$ cat src/rtl/bitmon_pkg.sv
package bitmon_pkg;

    typedef enum logic [1:0] {
        FS_CLEAR   = 2'd0,
        FS_FILTER  = 2'd1,
        FS_TRIPPED = 2'd2
    } filt_state_e;

    typedef enum logic {
        OS_HEALTHY = 1'b0,
        OS_FAULT   = 1'b1
    } out_state_e;

endpackage

$ cat src/rtl/bitmon_mag.sv
module bitmon_mag #(
    parameter int ERR_W  = 16,
    parameter int THRESH = 100
) (
    input  logic [ERR_W-1:0] err,
    output logic             over
);
    localparam int MAG_W = ERR_W + 1;
    localparam logic [MAG_W-1:0] THR_V = MAG_W'(THRESH);

    logic [MAG_W-1:0] ext;
    logic [MAG_W-1:0] mag;

    // one extra bit keeps the most negative code's magnitude representable
    always_comb begin
        ext = {err[ERR_W-1], err};
        if (ext[MAG_W-1]) begin
            mag = ~ext + 1'b1;
        end else begin
            mag = ext;
        end
        over = (mag >= THR_V);
    end
endmodule

$ cat src/rtl/bitmon_filter.sv
module bitmon_filter
    import bitmon_pkg::*;
#(
    parameter int FILT_CYCLES = 125000,
    parameter int CNT_W       = 17
) (
    input  logic             clk,
    input  logic             rst,
    input  logic             over,
    output logic [CNT_W-1:0] cnt,
    output logic             trip_d
);
    localparam logic [CNT_W-1:0] LIMIT = CNT_W'(FILT_CYCLES);
    localparam logic [CNT_W-1:0] ONE   = CNT_W'(1);

    filt_state_e      state_q, state_d;
    logic [CNT_W-1:0] cnt_q, cnt_d;

    always_ff @(posedge clk) begin
        if (rst) begin
            state_q <= FS_CLEAR;
            cnt_q   <= '0;
        end else begin
            state_q <= state_d;
            cnt_q   <= cnt_d;
        end
    end

    always_comb begin
        state_d = state_q;
        cnt_d   = cnt_q;
        unique case (state_q)
            FS_CLEAR: begin
                if (over) begin
                    cnt_d   = ONE;
                    state_d = (ONE == LIMIT) ? FS_TRIPPED : FS_FILTER;
                end
            end
            FS_FILTER: begin
                if (!over) begin
                    cnt_d   = '0;
                    state_d = FS_CLEAR;
                end else begin
                    cnt_d = cnt_q + ONE;
                    if (cnt_q + ONE == LIMIT) begin
                        state_d = FS_TRIPPED;
                    end
                end
            end
            FS_TRIPPED: begin
                if (!over) begin
                    cnt_d   = '0;
                    state_d = FS_CLEAR;
                end
            end
            default: begin
                cnt_d   = '0;
                state_d = FS_CLEAR;
            end
        endcase
    end

    always_comb begin
        cnt    = cnt_q;
        trip_d = (state_d == FS_TRIPPED);
    end
endmodule

$ cat src/rtl/bitmon_flag.sv
module bitmon_flag
    import bitmon_pkg::*;
(
    input  logic clk,
    input  logic rst,
    input  logic trip_d,
    input  logic sig_lost,
    input  logic ref_lost,
    output logic bit_n
);
    out_state_e state_q, state_d;

    always_ff @(posedge clk) begin
        if (rst) begin
            state_q <= OS_HEALTHY;
        end else begin
            state_q <= state_d;
        end
    end

    always_comb begin
        unique case (state_q)
            OS_HEALTHY: state_d = (trip_d || sig_lost || ref_lost) ? OS_FAULT : OS_HEALTHY;
            OS_FAULT:   state_d = (trip_d || sig_lost || ref_lost) ? OS_FAULT : OS_HEALTHY;
            default:    state_d = OS_HEALTHY;
        endcase
    end

    always_comb begin
        bit_n = (state_q == OS_HEALTHY);
    end
endmodule

$ cat src/rtl/bitmon_top.sv
module bitmon_top #(
    parameter int ERR_W      = 16,
    parameter int THRESH_LSB = 100,
    parameter int CLK_MHZ    = 250,
    parameter int FILT_US    = 500
) (
    input  logic             clk,
    input  logic             rst,
    input  logic [ERR_W-1:0] trk_err,
    input  logic             sig_lost,
    input  logic             ref_lost,
    output logic             bit_n
);
    localparam int FILT_CYCLES = CLK_MHZ * FILT_US;
    localparam int CNT_W       = $clog2(FILT_CYCLES + 1);

    logic             over;
    logic [CNT_W-1:0] filt_cnt;
    logic             trip_d;

    bitmon_mag #(
        .ERR_W (ERR_W),
        .THRESH(THRESH_LSB)
    ) u_mag (
        .err (trk_err),
        .over(over)
    );

    bitmon_filter #(
        .FILT_CYCLES(FILT_CYCLES),
        .CNT_W      (CNT_W)
    ) u_filter (
        .clk   (clk),
        .rst   (rst),
        .over  (over),
        .cnt   (filt_cnt),
        .trip_d(trip_d)
    );

    bitmon_flag u_flag (
        .clk     (clk),
        .rst     (rst),
        .trip_d  (trip_d),
        .sig_lost(sig_lost),
        .ref_lost(ref_lost),
        .bit_n   (bit_n)
    );
endmodule

$ cat config.mk
export PLATFORM = sky130hd
export DESIGN_NAME = bitmon_top
export DESIGN_NICKNAME = d
export VERILOG_FILES = /design/src/rtl/bitmon_pkg.sv /design/src/rtl/bitmon_mag.sv /design/src/rtl/bitmon_filter.sv /design/src/rtl/bitmon_flag.sv /design/src/rtl/bitmon_top.sv
export SDC_FILE = /design/constraint.sdc
export NUM_CORES = 1
export LEC_CHECK = 0
export BUFFER_PORTS_ARGS = -buffer_cell sky130_fd_sc_hd__buf_2
export CORE_MARGIN = 4
export CORE_UTILIZATION = 47
export DETAILED_ROUTE_END_ITERATION = 16
export PLACE_DENSITY_LB_ADDON = 0.05
export SYNTH_ARGS = -nofsm -noshare
export SYNTH_HDL_FRONTEND = slang
export SYNTH_SLANG_ARGS = --single-unit
$ cat constraint.sdc
create_clock -name clk -period 4.1 [get_ports clk]
set_input_delay 1.025 -clock clk [delete_from_list [all_inputs] [get_ports clk]]
set_output_delay 1.025 -clock clk [all_outputs]
set_load 0.02 [all_outputs]
==> results of run 1 <==
==> report_power, final <==
part           internal, mW  switching [mW]  total [mW]
logic                0.0244          0.0473      0.0718
clock network        0.0655          0.0681       0.134
registers             0.197         0.00560       0.202
==> synthesized netlist by cell type (2+ instances only) <==
master,n
nor2_1,33
nand2_1,31
clkbuf_1,25
o21ai_0,21
dfxtp_1,20
nor4_1,18
o22ai_1,16
nand3_1,14
nor3_1,12
o311ai_1,11
and4_1,8
inv_1,8
a21oi_1,7
nor4b_1,7
o311ai_0,6
nand4_1,4
nor2b_1,4
ha_1,3
nand2b_1,3
or3_1,3
and3_1,2
and4b_1,2
mux2i_1,2
nand4b_1,2
o21bai_1,2
o31ai_1,2
or2_2,2
xnor2_1,2
==> per-stage QoR <==
| stage | hold WS [ns] | utilization [%] |
|---|---|---|
| 2_1_floorplan | 0.481 | - |
| 3_3_place_gp | 0.515 | 52.1 |
| 3_5_place_dp | 0.519 | 52.1 |
| 4_1_cts | 0.527 | 53.1 |
| 5_1_grt | 0.570 | 53.1 |
| 6_report | 0.529 | 53.1 |
==> sequential cells by signal, summed over array words and instances (netlist names) <==
name and count:
u_filter.state_q 2, u_flag.state_q 1, u_filter.cnt 17
==> placed cells by master (no fill, tap or decap), types with 11 or more instances in the layout <==
cell type	n
nand2_1	31
buf_2	20
nand3_1	14
nor2_1	33
nor4_1	18
o22ai_1	16
o21ai_0	21
o311ai_1	11
dfxtp_1	20
nor3_1	12
==> worst paths after layout <==
| path | from | endpoint | slack (ns) | depth (start not counted) |
|---|---|---|---|---|
| setup / recovery | trk_err[0] | u_flag.state_q | 0.64 | 11 |
| hold / removal | u_filter.state_q[1] | u_filter.state_q[0] | 0.53 | 1 |
| setup reg to reg | u_filter.cnt[2] | u_flag.state_q | 1.49 | 7 |
| hold reg to reg | u_filter.state_q[1] | u_filter.state_q[0] | 0.53 | 1 |
==> cell families (layout without fill, tap and decap cells) <==
family                   after synthesis  after routing
AO/OA/AOI/OAI                         82             82
XOR/XNOR                               2              2
buffers and inverters                 35             34
adder cells (fa/ha/maj)                3              3
multiplexers                           3              3
flip-flops                            20             20
AND/OR/NAND/NOR                      155            155
==> cell type report <==
cell class	instances	area (sq um)	area share, %
Clock buffer	3	41.3	1.88
Tap cell	50	62.6	2.84
Multi-Input combinational cell	245	1540	70.2
Inverter	8	30.0	1.36
Timing Repair Buffer	23	123	5.57
Sequential cell	20	400	18.2
==> per-layer routing <==
metal | up-vias | wire length, microns
li1 | 1172 | -
met1 | 1057 | 2650
met2 | 65 | 2600
met3 | 4 | 261
met4 | 0 | 34
met5 | - | 0
==> critical path, stage by stage <==
cell,delay [ns]
buf_2,0.13
inv_1,0.06
ha_1,0.18
or4b_1,0.59
nor4_1,0.25
mux2_2,0.37
a32o_1,0.28
nand4_4,0.07
buf_4,0.33
nor2_1,0.12
o31ai_1,0.22
==> summary.md, run 1 <==
| Metric | Value |
|---|---|
| Cells after Synth | 300 |
| Synthesized flop and latch total | 20 |
| RSZ-0062 raised after global routing | no |
| Slew Limit Headroom | 35.1% |
| Post-CTS setup buffer count | 0 |
| Core Box Area | 4140 sq um |
| Top_reg_cell synth | dfxtp_1 |
| Num rows | 23 |
| Total track usage | 20.9% |
| Diode count | 0 |
| Starting Density | 50.2% |
| Vias per cell | 6.58 |
| Clk buf depth | 2 |
| Routed Antenna Nets | 0 |
| WP data arrival | 3.63 ns |
| Mapped cell area | 2080 sq um |
| Minimum clock period | 3.46 ns |
| Placed standard-cell area | 2160 sq um |
| Setup TNS | 0 ns |
| Hold Crit Class | reg -> reg |
| Largest cells by area after synthesis | dfxtp_1, nor2_1, nand2_1 |
| Post-Synth Adder-Cell Area | 1.81% |
| Total grt overflow | 0 |
| First-pass GRT wire length | 9490 microns |
| Total power | 0.408 mW |
| CP Launch Type | input port |
| Final Cell Area | 2200 sq um |
| Post-DP HPWL | 3670 microns |
| Post-synth top area cell | dfxtp_1 |
| Clock Sink Count | 20 |
| Status | complete, no violations |
| I/O Buffers | 20 |
| Crit Path Max Fanout | 35 |
| EDFF count, synth | 0 |
| Die Ht | 74.5 microns |
| Grt met2 use | 33.7% |
| Via count | 2,298 |
| RD Place Congestion | 0.885 |
| 1st-iter DRT viols | 166 |
| Cts repair resizes | 0 |
| Max_cap viols | 0 |
| Final Max Slew Viols | 0 |
| Largest family of logic cells by synthesized area | simple AND/OR/NAND/NOR gates |
| Post-place setup slack | 0.383 ns |
| Simple-gate share of the synthesized area | 41.5% |
| Synth async-reset ratio | 0% |
| Sequential share of the synthesized area | 19.3% |
| Drc violations | 0 |
| Fmax | 0.289 GHz |
| Vias in the first global route | 2,036 |
| Multiplexer share of the synthesized area | 1.51% |
| Syn. warnings | 0 |
| Drt pass-1 iters | 5 |
| CP required | 4.28 ns |
| Die Area | 5550 sq um |
| H-tree depth | 1 |
| CTS tree | built |
| Met3 Track Usage GR | 2.70% |
| Synthesized net count | 323 |
| Worst setup EP type | flop |
| Critical path class | in -> reg |
| Synth unique cells | 58 |
| Layout Nets | 324 |
| Initial antenna violation count | 0 |
| Syn avg cell area | 6.93 sq um |
| Total CTS buffers | 3 |
| Filler-free cell count of the finished design | 349 |
| VDD IR max | 98.8 uV |
| Setup-failing EPs final | 0 |
| Clock slew at reported path FFs | 0.07 ns |
| Share of post-route cells with drive strength above 1 | 12.7% |
| XOR/XNOR Fraction of Synth Area | 0.843% |
| Cts-stage hold buffer count | 0 |
| # IOs | 21 |
| Clock root cell | clkbuf_8 |
| Area Overhead vs Synth | 5.90% |
| Least-Margin Pin Slew | 0.972 ns |
| Pwr/cell area | 185 nW/um^2 |
| Clock latency on the worst-skew pair | 0.26 ns |
| Largest net degree at the start of global routing | 36 |
| Cell count after placement | 346 |
| Overall routed net length | 5540 microns |
| Met1 usage | 29.4% |
| Compound-cell area share of the yosys netlist | 28.3% |
| Fillers | 431 |
| Synth top area share | 19.3% |
| WL/cell | 15.9 microns |
| Final hold viol count | 0 |
| Clock Skew | 0.00488 ns |
| Fin crit share | 84.3% |
| Worst setup margin | 0.644 ns |
| Global route hottest layer | met2 |
| Pleak | 0.682 nW |
| Die W | 74.5 microns |
Power figures use the tool's default switching activity.
==> run 2: changes to the inputs <==
--- a/config.mk
+++ b/config.mk
@@ -5,6 +5,7 @@
 export SDC_FILE = /design/constraint.sdc
 export NUM_CORES = 1
 export LEC_CHECK = 0
+export ABC_AREA = 1
 export BUFFER_PORTS_ARGS = -buffer_cell sky130_fd_sc_hd__buf_2
 export CORE_MARGIN = 4
 export CORE_UTILIZATION = 47
==> constraint.sdc (replaced) <==
create_clock -name clk -period 3.6 [get_ports clk]
set_input_delay 0.9 -clock clk [delete_from_list [all_inputs] [get_ports clk]]
set_output_delay 0.9 -clock clk [all_outputs]
set_load 0.02 [all_outputs]
==> run 2 against run 1 <==
  * Clock-buffer cell count is the same
  * Non-clock buffer count shrank 3
  * Final cell count grew 14%
  * Synthesized cell count grew 12%
  * Worst hold slack lost 0.030 ns
  * Total power grew 35%
  * Critical path type unchanged
  * Highest routed layer unchanged
==> summary.md, run 2 <==
| Metric | Value |
|---|---|
| Status | complete, no violations |
| Worst setup margin | 1.21 ns (+0.566 ns) |
| 1st-iter DRT viols | 134 (-19%) |
| Num rows | 22 (-4.3%) |
| Slew Limit Headroom | 38.3% (+3.2 points) |
| Top_reg_cell synth | dfxtp_1 |
| Clock root cell | clkbuf_8 |
| Critical path class | in -> reg |
| EDFF count, synth | 0 (unchanged) |
| Via count | 2,057 (-10%) |
| Max reg flops | 17 (unchanged) |
| Clock Sink Count | 20 (unchanged) |
| Commonest cells after routing, fill and taps aside | nand2_1, nand3_1, inv_1, nor2_1, nand4_1 |
| Synth top cells by count | nand2_1, nand3_1, inv_1, nor2_1, nand4_1 |
| H-tree depth | 1 (unchanged) |
| Post-place setup slack | 0.946 ns (+0.563 ns) |
| Clock latency on the worst-skew pair | 0.27 ns (about the same) |
| Count leader, synth | nand2_1 |
| Worst Hold Depth | 2 (+1) |
| Clk buf depth | 2 (unchanged) |
| Die Ht | 71.9 microns (-3.5%) |
| Final hold viol count | 0 (unchanged) |
| Synth top area share | 23.3% (+4.0 points) |
| Max_cap viols | 0 (unchanged) |
| Post-synth top area cell | nand2_1 |
| Die Area | 5160 sq um (-6.9%) |
| Initial antenna violation count | 0 (unchanged) |
| Least-Margin Pin Slew | 0.922 ns (-0.0506 ns) |
| VDD IR max | 211 uV (+110%) |
| Final Cell Area | 2070 sq um (-6.0%) |
| Synth async-reset ratio | 0% (unchanged) |
| Worst hold start | u_filter.cnt[14] |
| Worst setup EP type | flop |
| Cts repair resizes | 0 (unchanged) |
| Pleak | 1.05 nW (+54%) |
| R2R depth | 13 (+6) |
| WP data arrival | 2.55 ns (-1.08 ns) |
| Minimum clock period | 2.39 ns |
| Cts-stage hold buffer count | 0 (unchanged) |
| WL/cell | 11.7 microns (-26%) |
| RSZ-0062 raised after global routing | no |
| Fmax | 0.418 GHz |
| Layout Nets | 374 (+15%) |
| Clock Skew | 0.00962 ns (+0.00474 ns) |
| Vias in the first global route | 1,759 (-14%) |
| R2R Setup Slk | 1.45 ns (-0.04 ns) |
| Total power | 0.551 mW (+35%) |
| Sequential share of the synthesized area | 20.9% (+1.6 points) |
| Hold Crit Class | reg -> reg |
| Area Overhead vs Synth | 7.96% |
| # IOs | 21 (unchanged) |
| Post-CTS setup buffer count | 0 (unchanged) |
| Worst r2r dst | u_flag.state_q |
| Post-DP HPWL | 3510 microns (-4.4%) |
| Pwr/cell area | 266 nW/um^2 (+44%) |
| Cells after Synth | 335 (+12%) |
| Hold EP | u_filter.cnt[14] |
| Synthesized net count | 358 (+11%) |
| Total CTS buffers | 3 (unchanged) |
| Mapped cell area | 1920 sq um (-7.8%) |
| Fin crit share | 66.4% |
| Diode count | 0 (unchanged) |
| Total grt overflow | 0 (unchanged) |
| Synth unique cells | 28 (-52%) |
| Syn. warnings | 0 (unchanged) |
| Largest net degree at the start of global routing | 23 (-36%) |
| R2R Path Start | u_filter.cnt[0] |
| Total track usage | 18.2% (-2.7 points) |
| Vias per cell | 5.17 (-22%) |
| Most common cell after layout, fill and taps aside | nand2_1 |
| Share of post-route cells with drive strength above 1 | 12.3% (-0.42 points) |
| Routed Antenna Nets | 0 (unchanged) |
| Drt pass-1 iters | 5 (unchanged) |
| Die W | 71.9 microns (-3.5%) |
| First-pass GRT wire length | 7710 microns (-19%) |
| Placed standard-cell area | 2000 sq um (-7.5%) |
| Starting Density | 50.5% (+0.31 points) |
| Crit Path Max Fanout | 22 (-37%) |
| Final Max Slew Viols | 0 (unchanged) |
| Overall routed net length | 4660 microns (-16%) |
| Clock slew at reported path FFs | 0.07 ns (about the same) |
| CP required | 3.76 ns (-0.52 ns) |
| Drc violations | 0 (unchanged) |
| Synthesized flop and latch total | 20 (unchanged) |
| Setup-failing EPs final | 0 (unchanged) |
| RD Place Congestion | 0.908 (+2.6%) |
| Largest cells by area after synthesis | nand2_1, dfxtp_1, nand3_1 |
| Syn avg cell area | 5.72 sq um (-17%) |
| CTS tree | built |
| I/O Buffers | 20 (unchanged) |
| CP Launch Type | input port |
| Core Box Area | 3800 sq um (-8.3%) |
| Setup TNS | 0 ns (unchanged) |
[run 2: through the flow]
step           util (%)  hold slack (ns)  cells
2_1_floorplan         -            0.462    335
3_3_place_gp       52.6            0.483    394
3_5_place_dp       52.6            0.489    394
4_1_cts            54.5            0.501    398
5_1_grt            54.5            0.520    398
6_report           54.5            0.499    398
[run 2: cell families (layout without fill, tap and decap cells)]
family | after synthesis | after routing | share of synthesized area, %
flops | 20 | 20 | 20.9
compound gates | 8 | 8 | 2.22
xor+xnor | 4 | 4 | 1.83
simple gates | 250 | 250 | 61.0
buf+inv | 50 | 65 | 12.1
fa+ha+maj | 3 | 3 | 1.96
[run 2: cell type report]
class                   instances  area, sq um
clock buffers                   3         41.3
clock inverters                 1         30.0
fillers                       404         1730
inverters                      41          154
multi-input cells             265         1280
flip-flops and latches         20          400
well taps                      48         60.1
repair buffers                 20          100
[run 2: worst max-delay path, stage by stage]
cell     delay (ns)
buf_2          0.32
nand2_1        0.22
nand2_2        0.12
nand2_1        0.05
nand2_1        0.06
nand2_1        0.06
nor2_2         0.14
nand2_2        0.10
nor2_8         0.12
nand3_4        0.21
nand4_1        0.17
nand2_1        0.06
[run 2: power by group]
group,switching [mW],internal [mW]
logic,0.0625,0.0307
registers,0.00283,0.224
clock network,0.0820,0.149
[run 2: how the worst max path moves through the flow]
stage | startpoint | endpoint | slack [ns]
floorplan | trk_err[0] | u_filter.cnt[4] | 1.23
global placement | trk_err[15] | u_filter.cnt[9] | 0.95
detailed placement | trk_err[15] | u_filter.cnt[10] | 0.95
CTS | trk_err[0] | u_filter.cnt[10] | 1.23
global route | trk_err[0] | u_filter.cnt[3] | 1.03
finish | trk_err[15] | u_filter.cnt[10] | 1.21
[run 2: layer usage]
metal | GRT usage, % | part of all wire, % | vias up
met5 | 0 | 0 | -
met4 | 3.13 | 0.37 | 0
met3 | 3.37 | 5.3 | 2
met2 | 26.1 | 40 | 54
met1 | 28.2 | 54 | 903
li1 | - | - | 1098
